File: config.mk
export PLATFORM = sky130hd
export DESIGN_NAME = pterm_macrocell
export DESIGN_NICKNAME = d
export VERILOG_FILES = /design/src/rtl/pterm_mc_pkg.sv /design/src/rtl/mc_term_router.sv /design/src/rtl/mc_sum_path.sv /design/src/rtl/mc_clk_pick.sv /design/src/rtl/mc_state_reg.sv /design/src/rtl/pterm_macrocell.sv
export SDC_FILE = /design/constraint.sdc
export NUM_CORES = 1
export LEC_CHECK = 0
export BUFFER_PORTS_ARGS = -buffer_cell sky130_fd_sc_hd__buf_2
export CORE_AREA = 2 2 85 87
export CTS_CLUSTER_DIAMETER = 100
export DETAILED_ROUTE_END_ITERATION = 8
export DIE_AREA = 0 0 87 89
export PLACE_DENSITY = 0.54
export SLEW_MARGIN = 10
export SYNTH_ARGS = -nofsm -noshare
export SYNTH_HDL_FRONTEND = slang
export SYNTH_SLANG_ARGS = --single-unit
File: constraint.sdc
create_clock -name clk -period 2.92 [get_ports clk]
set_input_delay 0.438 -clock clk [delete_from_list [all_inputs] [get_ports clk]]
set_output_delay 0.438 -clock clk [all_outputs]
set_load 0.02 [all_outputs]
File: src/rtl/pterm_mc_pkg.sv
// Shared constants, encodings and the configuration decoder for the macrocell.
// Assumes the raw configuration layout described in the brief.
package pterm_mc_pkg;
    localparam int N_DIR     = 5;
    localparam int N_GCLK    = 3;
    localparam int ROLE_W    = 3;
    localparam int CSEL_W    = $clog2(N_GCLK + 1);
    localparam int ROLE_BITS = N_DIR * ROLE_W;
    localparam int CFG_INV   = ROLE_BITS;
    localparam int CFG_MODE  = CFG_INV + 1;
    localparam int CFG_CSEL  = CFG_MODE + 2;
    localparam int CFG_CINV  = CFG_CSEL + CSEL_W;
    localparam int CFG_INIT  = CFG_CINV + 1;
    localparam int CFG_OE    = CFG_INIT + 1;
    localparam int CFG_W     = CFG_OE + 2;

    typedef enum logic [ROLE_W-1:0] {
        ROLE_DATA = 3'd0,
        ROLE_CLK  = 3'd1,
        ROLE_SET  = 3'd2,
        ROLE_RST  = 3'd3,
        ROLE_OE   = 3'd4,
        ROLE_NONE = 3'd5
    } role_e;

    typedef enum logic [1:0] {
        REG_D       = 2'd0,
        REG_T       = 2'd1,
        REG_BYP     = 2'd2,
        REG_BYP_ALT = 2'd3
    } reg_mode_e;

    typedef enum logic [1:0] {
        OE_ON     = 2'd0,
        OE_GLOBAL = 2'd1,
        OE_TERM   = 2'd2,
        OE_OFF    = 2'd3
    } oe_sel_e;

    typedef struct packed {
        logic [N_DIR-1:0][ROLE_W-1:0] role;
        logic                         invert;
        reg_mode_e                    mode;
        logic [CSEL_W-1:0]            clk_sel;
        logic                         clk_inv;
        logic                         init_val;
        oe_sel_e                      oe_sel;
    } mc_cfg_t;

    // Split the flat configuration word into named fields.
    function automatic mc_cfg_t unpack_cfg(input logic [CFG_W-1:0] raw);
        mc_cfg_t c;
        for (int i = 0; i < N_DIR; i++) begin
            c.role[i] = raw[i*ROLE_W +: ROLE_W];
        end
        c.invert   = raw[CFG_INV];
        c.mode     = reg_mode_e'(raw[CFG_MODE +: 2]);
        c.clk_sel  = raw[CFG_CSEL +: CSEL_W];
        c.clk_inv  = raw[CFG_CINV];
        c.init_val = raw[CFG_INIT];
        c.oe_sel   = oe_sel_e'(raw[CFG_OE +: 2]);
        return c;
    endfunction
endpackage

File: src/rtl/mc_term_router.sv
// Steers each direct product term to the data path or to one control duty.
// Assumes several terms may share a control role; they are ORed together.
module mc_term_router
    import pterm_mc_pkg::*;
(
    input  logic [N_DIR-1:0]              pt_dir,
    input  logic [N_DIR-1:0][ROLE_W-1:0]  role,
    output logic [N_DIR-1:0]              data_mask,
    output logic                          ctl_clk,
    output logic                          ctl_set,
    output logic                          ctl_rst,
    output logic                          ctl_oe
);
    logic [N_DIR-1:0] is_clk;
    logic [N_DIR-1:0] is_set;
    logic [N_DIR-1:0] is_rst;
    logic [N_DIR-1:0] is_oe;

    generate
        for (genvar i = 0; i < N_DIR; i++) begin : g_term
            assign data_mask[i] = (role[i] == ROLE_DATA);
            assign is_clk[i]    = pt_dir[i] & (role[i] == ROLE_CLK);
            assign is_set[i]    = pt_dir[i] & (role[i] == ROLE_SET);
            assign is_rst[i]    = pt_dir[i] & (role[i] == ROLE_RST);
            assign is_oe[i]     = pt_dir[i] & (role[i] == ROLE_OE);
        end
    endgenerate

    assign ctl_clk = |is_clk;
    assign ctl_set = |is_set;
    assign ctl_rst = |is_rst;
    assign ctl_oe  = |is_oe;
endmodule

File: src/rtl/mc_sum_path.sv
// Forms the sum of data-role direct terms and allocated pool terms, then
// applies the programmable inversion. Purely combinational.
module mc_sum_path
    import pterm_mc_pkg::*;
#(
    parameter int POOL_W = 90
) (
    input  logic [N_DIR-1:0]  pt_dir,
    input  logic [N_DIR-1:0]  data_mask,
    input  logic [POOL_W-1:0] pool_pt,
    input  logic [POOL_W-1:0] pool_mask,
    input  logic              invert,
    output logic              sum_xor
);
    logic dir_sum;
    logic pool_sum;

    assign dir_sum  = |(pt_dir & data_mask);
    assign pool_sum = |(pool_pt & pool_mask);
    assign sum_xor  = (dir_sum | pool_sum) ^ invert;
endmodule

File: src/rtl/mc_clk_pick.sv
// Chooses the cell clock source and reports its rising edges as a one-cycle
// event in the system clock domain. Assumes sources change slower than clk.
module mc_clk_pick
    import pterm_mc_pkg::*;
(
    input  logic              clk,
    input  logic [N_GCLK-1:0] gclk,
    input  logic              pt_clk,
    input  logic [CSEL_W-1:0] clk_sel,
    input  logic              clk_inv,
    output logic              clk_edge
);
    localparam int N_SRC = 2 ** CSEL_W;

    logic [N_SRC-1:0] src_set;
    logic             src_lvl;
    logic             src_prev;

    generate
        for (genvar k = 0; k < N_SRC; k++) begin : g_src
            if (k < N_GCLK) begin : g_glob
                assign src_set[k] = gclk[k] ^ clk_inv;
            end else begin : g_term
                assign src_set[k] = pt_clk;
            end
        end
    endgenerate

    assign src_lvl = src_set[clk_sel];

    // Remember the selected level to find its next rising edge.
    always_ff @(posedge clk) begin
        src_prev <= src_lvl;
    end

    assign clk_edge = src_lvl & ~src_prev;
endmodule

File: src/rtl/mc_state_reg.sv
// The macrocell storage bit: D, T or hold-in-bypass, with priority
// global set/reset > reset term > set term > clock event.
// Assumes rst_n is synchronous and active low.
module mc_state_reg
    import pterm_mc_pkg::*;
(
    input  logic      clk,
    input  logic      rst_n,
    input  reg_mode_e mode,
    input  logic      d,
    input  logic      clk_edge,
    input  logic      gsr,
    input  logic      ctl_set,
    input  logic      ctl_rst,
    input  logic      init_val,
    output logic      q
);
    logic q_next;

    // Resolve the next state from the control priority and the mode.
    always_comb begin
        q_next = q;
        if (clk_edge) begin
            case (mode)
                REG_D:   q_next = d;
                REG_T:   q_next = q ^ d;
                default: q_next = q;
            endcase
        end
        if (ctl_set) q_next = 1'b1;
        if (ctl_rst) q_next = 1'b0;
        if (gsr)     q_next = init_val;
    end

    // Load the preset on reset, otherwise take the resolved next state.
    always_ff @(posedge clk) begin
        if (!rst_n) q <= init_val;
        else        q <= q_next;
    end

    AST_GSR_PRESET: assert property (@(posedge clk) disable iff (!rst_n)
        gsr |=> q == $past(init_val));
    AST_RST_WINS: assert property (@(posedge clk) disable iff (!rst_n)
        !gsr && ctl_rst |=> !q);
    AST_SET_TERM: assert property (@(posedge clk) disable iff (!rst_n)
        !gsr && !ctl_rst && ctl_set |=> q);
    AST_D_CAPTURE: assert property (@(posedge clk) disable iff (!rst_n)
        mode == REG_D && clk_edge && !gsr && !ctl_rst && !ctl_set |=> q == $past(d));
    AST_T_TOGGLE: assert property (@(posedge clk) disable iff (!rst_n)
        mode == REG_T && clk_edge && d && !gsr && !ctl_rst && !ctl_set |=> q != $past(q));
    AST_HOLD_QUIET: assert property (@(posedge clk) disable iff (!rst_n)
        !clk_edge && !gsr && !ctl_rst && !ctl_set |=> $stable(q));
endmodule

File: src/rtl/pterm_macrocell.sv
// Top of one product-term macrocell: decodes configuration, routes direct
// terms, sums them with the allocated pool, stores or bypasses the result and
// selects the output enable. Assumes one system clock samples every input.
module pterm_macrocell
    import pterm_mc_pkg::*;
#(
    parameter int POOL_W = 90
) (
    input  logic              clk,
    input  logic              rst_n,
    input  logic [N_DIR-1:0]  pt_dir,
    input  logic [POOL_W-1:0] pool_pt,
    input  logic [POOL_W-1:0] pool_mask,
    input  logic [N_GCLK-1:0] gclk,
    input  logic              gsr,
    input  logic              goe,
    input  logic [CFG_W-1:0]  cfg,
    output logic              mc_out,
    output logic              mc_oe
);
    mc_cfg_t          c;
    logic [N_DIR-1:0] data_mask;
    logic             ctl_clk;
    logic             ctl_set;
    logic             ctl_rst;
    logic             ctl_oe;
    logic             sum_xor;
    logic             clk_edge;
    logic             q;
    logic             bypass;

    assign c      = unpack_cfg(cfg);
    assign bypass = c.mode[1];

    mc_term_router u_router (
        .pt_dir    (pt_dir),
        .role      (c.role),
        .data_mask (data_mask),
        .ctl_clk   (ctl_clk),
        .ctl_set   (ctl_set),
        .ctl_rst   (ctl_rst),
        .ctl_oe    (ctl_oe)
    );

    mc_sum_path #(.POOL_W(POOL_W)) u_sum (
        .pt_dir    (pt_dir),
        .data_mask (data_mask),
        .pool_pt   (pool_pt),
        .pool_mask (pool_mask),
        .invert    (c.invert),
        .sum_xor   (sum_xor)
    );

    mc_clk_pick u_clk (
        .clk      (clk),
        .gclk     (gclk),
        .pt_clk   (ctl_clk),
        .clk_sel  (c.clk_sel),
        .clk_inv  (c.clk_inv),
        .clk_edge (clk_edge)
    );

    mc_state_reg u_reg (
        .clk      (clk),
        .rst_n    (rst_n),
        .mode     (c.mode),
        .d        (sum_xor),
        .clk_edge (clk_edge),
        .gsr      (gsr),
        .ctl_set  (ctl_set),
        .ctl_rst  (ctl_rst),
        .init_val (c.init_val),
        .q        (q)
    );

    // Pick the register or the live sum for the cell output.
    always_comb begin
        mc_out = bypass ? sum_xor : q;
    end

    // Select the output enable source.
    always_comb begin
        case (c.oe_sel)
            OE_ON:     mc_oe = 1'b1;
            OE_GLOBAL: mc_oe = goe;
            OE_TERM:   mc_oe = ctl_oe;
            default:   mc_oe = 1'b0;
        endcase
    end

    AST_BYPASS_SEES_POOL: assert property (@(posedge clk) disable iff (!rst_n)
        bypass && |(pool_pt & pool_mask) |-> mc_out == !c.invert);
endmodule

Yosys cells after proc, flatten, opt, wreduce, memory -nomap -nowiden. Cells that the tools add are included.

Word-level logic and storage cells: 82. Output and inout bits: 2. Register bits: 2. Input bits: 216.

Reduce and logical (&&, ||, !) cells: 14. Equal/unequal tests: 25. Muxes and demuxes: 10. Bitwise logic cells: 30. Order comparisons: 1.

Operators with widths (number): $and A90 B90 Y90 (1); $reduce_or A90 Y1 (1); $eq A3 B2 Y1 const B (10); $reduce_or A5 Y1 (5); $and A1 B1 Y1 (21); $eq A3 B1 Y1 const B (5); $eq A3 B3 Y1 const B (5); $logic_not A3 Y1 (5); $mux W1 (7); $ne A6 B1 Y1 const B (1); $and A5 B5 Y5 (1); $ne A5 B1 Y1 const B (1); $xor A1 B1 Y1 (5); $eq A2 B1 Y1 const B (2); $logic_not A2 Y1 (2); $lt A2 B3 Y1 const B (1); $pmux W1 S3 (1); $bmux W1 S2 (1); $eq A2 B2 Y1 const B (1); $pmux W1 S2 (1); $reduce_and A2 Y1 (1); $not A1 Y1 (1); $or A1 B1 Y1 (1).

Logic depth before layout (Yosys ltp).
Depth after elaboration: 12. Depth in mapped cells: 7. Gate-level depth less buffers: 7.

Cells and area by module. Synthesis repeated with hierarchy kept, for this count alone.

Cell total of the unflattened synthesis: 124. Area, all modules: 996.0 um^2.

Modules (own cells, without submodules): mc_sum_path (instances 1, seq. area each 0.0 um^2, cells each 63, area an instance 498.0 um^2); mc_term_router (instances 1, seq. area each 0.0 um^2, cells each 36, area an instance 259.0 um^2); mc_state_reg (instances 1, seq. area each 30.0 um^2, cells each 11, area an instance 123.9 um^2); mc_clk_pick (instances 1, seq. area each 20.0 um^2, cells each 10, area an instance 82.6 um^2); pterm_macrocell (instances 1, seq. area each 0.0 um^2, cells each 4, area an instance 32.5 um^2).

Least setup slack after synthesis. OpenSTA, ideal clock, no wires.

Path kind: input-to-output. Start: input port pool_pt[24]. End: output port mc_out. Path buffers: 0. Stages on the path: 7. Data required time: 2.482 ns. Arrival: 2.012 ns. Setup slack: 0.470 ns. Cell sequence: a22o_1 > a221oi_2 > nand4_1 > or4_4 > nor3_1 > xnor2_1 > a21o_1.

Cells in the longest elaborated chain, start to end: 5.

RTL lines: from (decl) (line pterm_macrocell.sv:12) `input logic [POOL_W-1:0] pool_pt,`; $and A90 B90 Y90 (line mc_sum_path.sv:19) `assign pool_sum = |(pool_pt & pool_mask);`; $reduce_or A90 Y1 (line mc_sum_path.sv:19); $or A1 B1 Y1 (line mc_sum_path.sv:20) `assign sum_xor = (dir_sum | pool_sum) ^ invert;`; $xor A1 B1 Y1 (line mc_sum_path.sv:20); $mux W1 (line pterm_macrocell.sv:78) `mc_out = bypass ? sum_xor : q;`; to (decl) (line pterm_macrocell.sv:18) `output logic mc_out,`.

No other way between the ends.

Worst setup path after layout.
Start: input port pool_pt[47]. End: output port mc_out.

Same word-level chain as after synthesis.

==> metrics.cfg <==
[synthesis]
synth_top_area_share_pct = 17.6
synthArstFlopShare_pct = 0
synthTopCellsByArea = a22o_1 18%, a221oi_2 14%, a221oi_1 9.3%
synth.distinct_cells = 37
ys.warnings.count = 0
avgSynthCellArea_um2 = 7.95
synth_edf_count = 1
synth_flop_cell = edfxtp_1
yosysMostFrequentCell = a22o_1
netlist_instances = 119
netlist_area_um2 = 946
yosys.area.top_type = a22o_1
synth_common_cells = 19 x a22o_1, 11 x nand2_1, 10 x a221oi_1
ys_seq_area_share_pct = 5.29
syn_nets = 335
synth_seq_cells = 2

[timing]
clock-skew-final_ns = 0.00223
hold_violations = 0
relSlewSlack_pct = 67.8
holdWs_ns = 0.523
finalSetupTns_ns = 0
fmax_ghz = 0.368
rsz0062_at_grt = false
final.period_utilization_pct = 93.1
fin_crit_ns = 2.72
max_slew.worst_pin.slew_ns = 0.484
slew_violations = 0
setup_viol = 0
fin_ws_ns = 0.201

[worst_setup_path]
ff2ff_setup_slack_ns = 1.33
path_max_fanout = 3
cp_data_arrival_time_ns = 2.28
r2r-start = u_reg.q$_DFFE_PP_
cp-startpoint = pool_pt[47]
worstSetupStartpointType = input pin
end_kind = output pin
r2r_cells = 6
critPathRequiredTime_ns = 2.48
reg2reg_to = u_reg.q$_DFFE_PP_
crit_type = in2out

[pwr]
switching_share_pct = 31.2
clkPwrFrac_pct = 28.2
p_leak_nw = 1.19
pwr-share-comb_pct = 63.5
power_w = 0.000417
vdd_drop_max_v = 0.0000722
net-switching-power_w = 0.000130
p_per_area_nw_per_um2 = 189
seq_power_share_pct = 8.2
p_int_w = 0.000287

[clocking]
ctsHtreeMaxLevel = 1
cts_root_buffer = clkbuf_8
cts_tree = done
numCtsBuffers = 3
cts_sinks = 2
clk_latency_ns = 0.21
clockBufferDepth = 2
clk_pin_slew_ns = 0.03

[flow_run]
maxCapViolCount = 0

[final_layout]
drive_above_1_share_pct = 68.9
multiInputGateArea_um2 = 912
final_area_um2 = 2210
area_delta_synth_final_pct = 134
final_net_count = 558
fillers = 728
final-seq-area_um2 = 50.0

[worst_hold_path]
hold_depth = 3
min_to = u_reg.q$_DFFE_PP_
holdCritStartpoint = cfg[21]
holdCritPathClass = in2reg

[die]
die_area_um2 = 7740
io_pins = 218
core_um2 = 6720
die_w_um = 87
dieHeight_um = 89
start_util_pct = 14.1
rows = 30

[drt]
dr.pass1.iters = 4
postRouteAntennaNets = 0
wl_mm = 6.19
drt-initial-drc-count = 64
vias = 1943
vias_per_cell = 4.60
drc = 0
drt-wirelength-per-cell_um = 14.7

[global_routing]
grt_pass1_wl_mm = 8.89
grt_overflow_total = 0
grt_antenna_before_repair = 1
grt_max_degree = 6
grt.total_usage_pct = 14.5
grt_pass1_vias = 1898

[place]
io_buffer_count = 217
hpwl_mm = 5.82
post-place-ws_ns = 0.0868
gp_congestion = 0.781
post_dp_cell_area_um2 = 2140

[run_status]
status = complete, no violations

flip-flops by register name (all words and copies together), names as in the netlist:
name,count
u_clk.src_prev,1
u_reg.q,1
cell usage in the layout (no fill, tap or decap), types with 2 or more instances in the layout:
| cell type | instances |
|---|---|
| or4_4 | 2 |
| nor4bb_1 | 2 |
| nand2_1 | 11 |
| nand3b_1 | 2 |
| nand4_1 | 8 |
| a221oi_2 | 11 |
| a22oi_1 | 6 |
| clkbuf_8 | 3 |
| a22o_1 | 19 |
| inv_1 | 2 |
| a221oi_1 | 8 |
| nor3_1 | 2 |
| nor2_1 | 7 |
| nor3b_1 | 2 |
| xnor2_1 | 3 |
| nand3_1 | 4 |
| nor2b_1 | 5 |
| buf_2 | 217 |
| o221ai_1 | 2 |
| a31oi_1 | 3 |
metrics by stage:
step,instances,utilization (%)
after floorplan,119,-
after global placement,417,31.8
after detailed placement,417,31.8
after CTS,421,32.5
after global routing,422,32.9
final,422,32.9
power groups by stage:
stage	clock, W	combinational (W)	sequential (W)
final	0.000118	0.000265	0.0000344
after detailed placement	0	0.000262	0.0000348
after global routing	0.000123	0.000293	0.0000348
after floorplan	0	0.0000867	0.0000347
after global placement	0	0.000259	0.0000347
after CTS	0.000120	0.000264	0.0000345
cell families after synthesis:
kind of cell	count (synthesis)	share of synthesized area, %
AO/OA/AOI/OAI	60	58.6
AND/OR/NAND/NOR	50	30.6
XOR/XNOR	4	3.70
flip-flops	2	5.29
buffers and inverters	2	0.794
multiplexers	1	1.06
how the worst max path moves through the flow:
stage	end	slack [ns]	cells after the start
detailed placement	mc_out	0.09	9
global placement	mc_out	0.09	9
floorplan	mc_out	0.47	7
finish	mc_out	0.20	9
CTS	mc_out	0.07	9
global route	mc_out	0.01	9
layer usage:
layer	global-route usage (%)	routed length (µm)
met4	3.41	93
met1	20.0	2720
met3	2.68	339
met2	23.5	3040
met5	0	0
worst max-delay path: stages:
cell,delay (ns)
buf_2,0.10
a22o_1,0.23
a221oi_2,0.21
nand4_1,0.17
or4_4,0.58
nor3_4,0.13
xnor2_1,0.15
a21o_1,0.13
buf_2,0.15
cell type report:
type                       count  area share, %
antenna                        1          0.113
clock buffer                   4           2.04
inverter                       2          0.340
multi-input combinational    115           41.3
sequential                     2           2.26
tap                           80           4.53
timing repair buffer         218           49.5
what timing repair did:
item / CTS / global route
hold buffers: 0 / 0
setup buffers: 0 / 0
setup endpoints to repair: 0 / 1
resized for setup: 0 / 4
No activity file was read; power rests on OpenSTA's default activity.
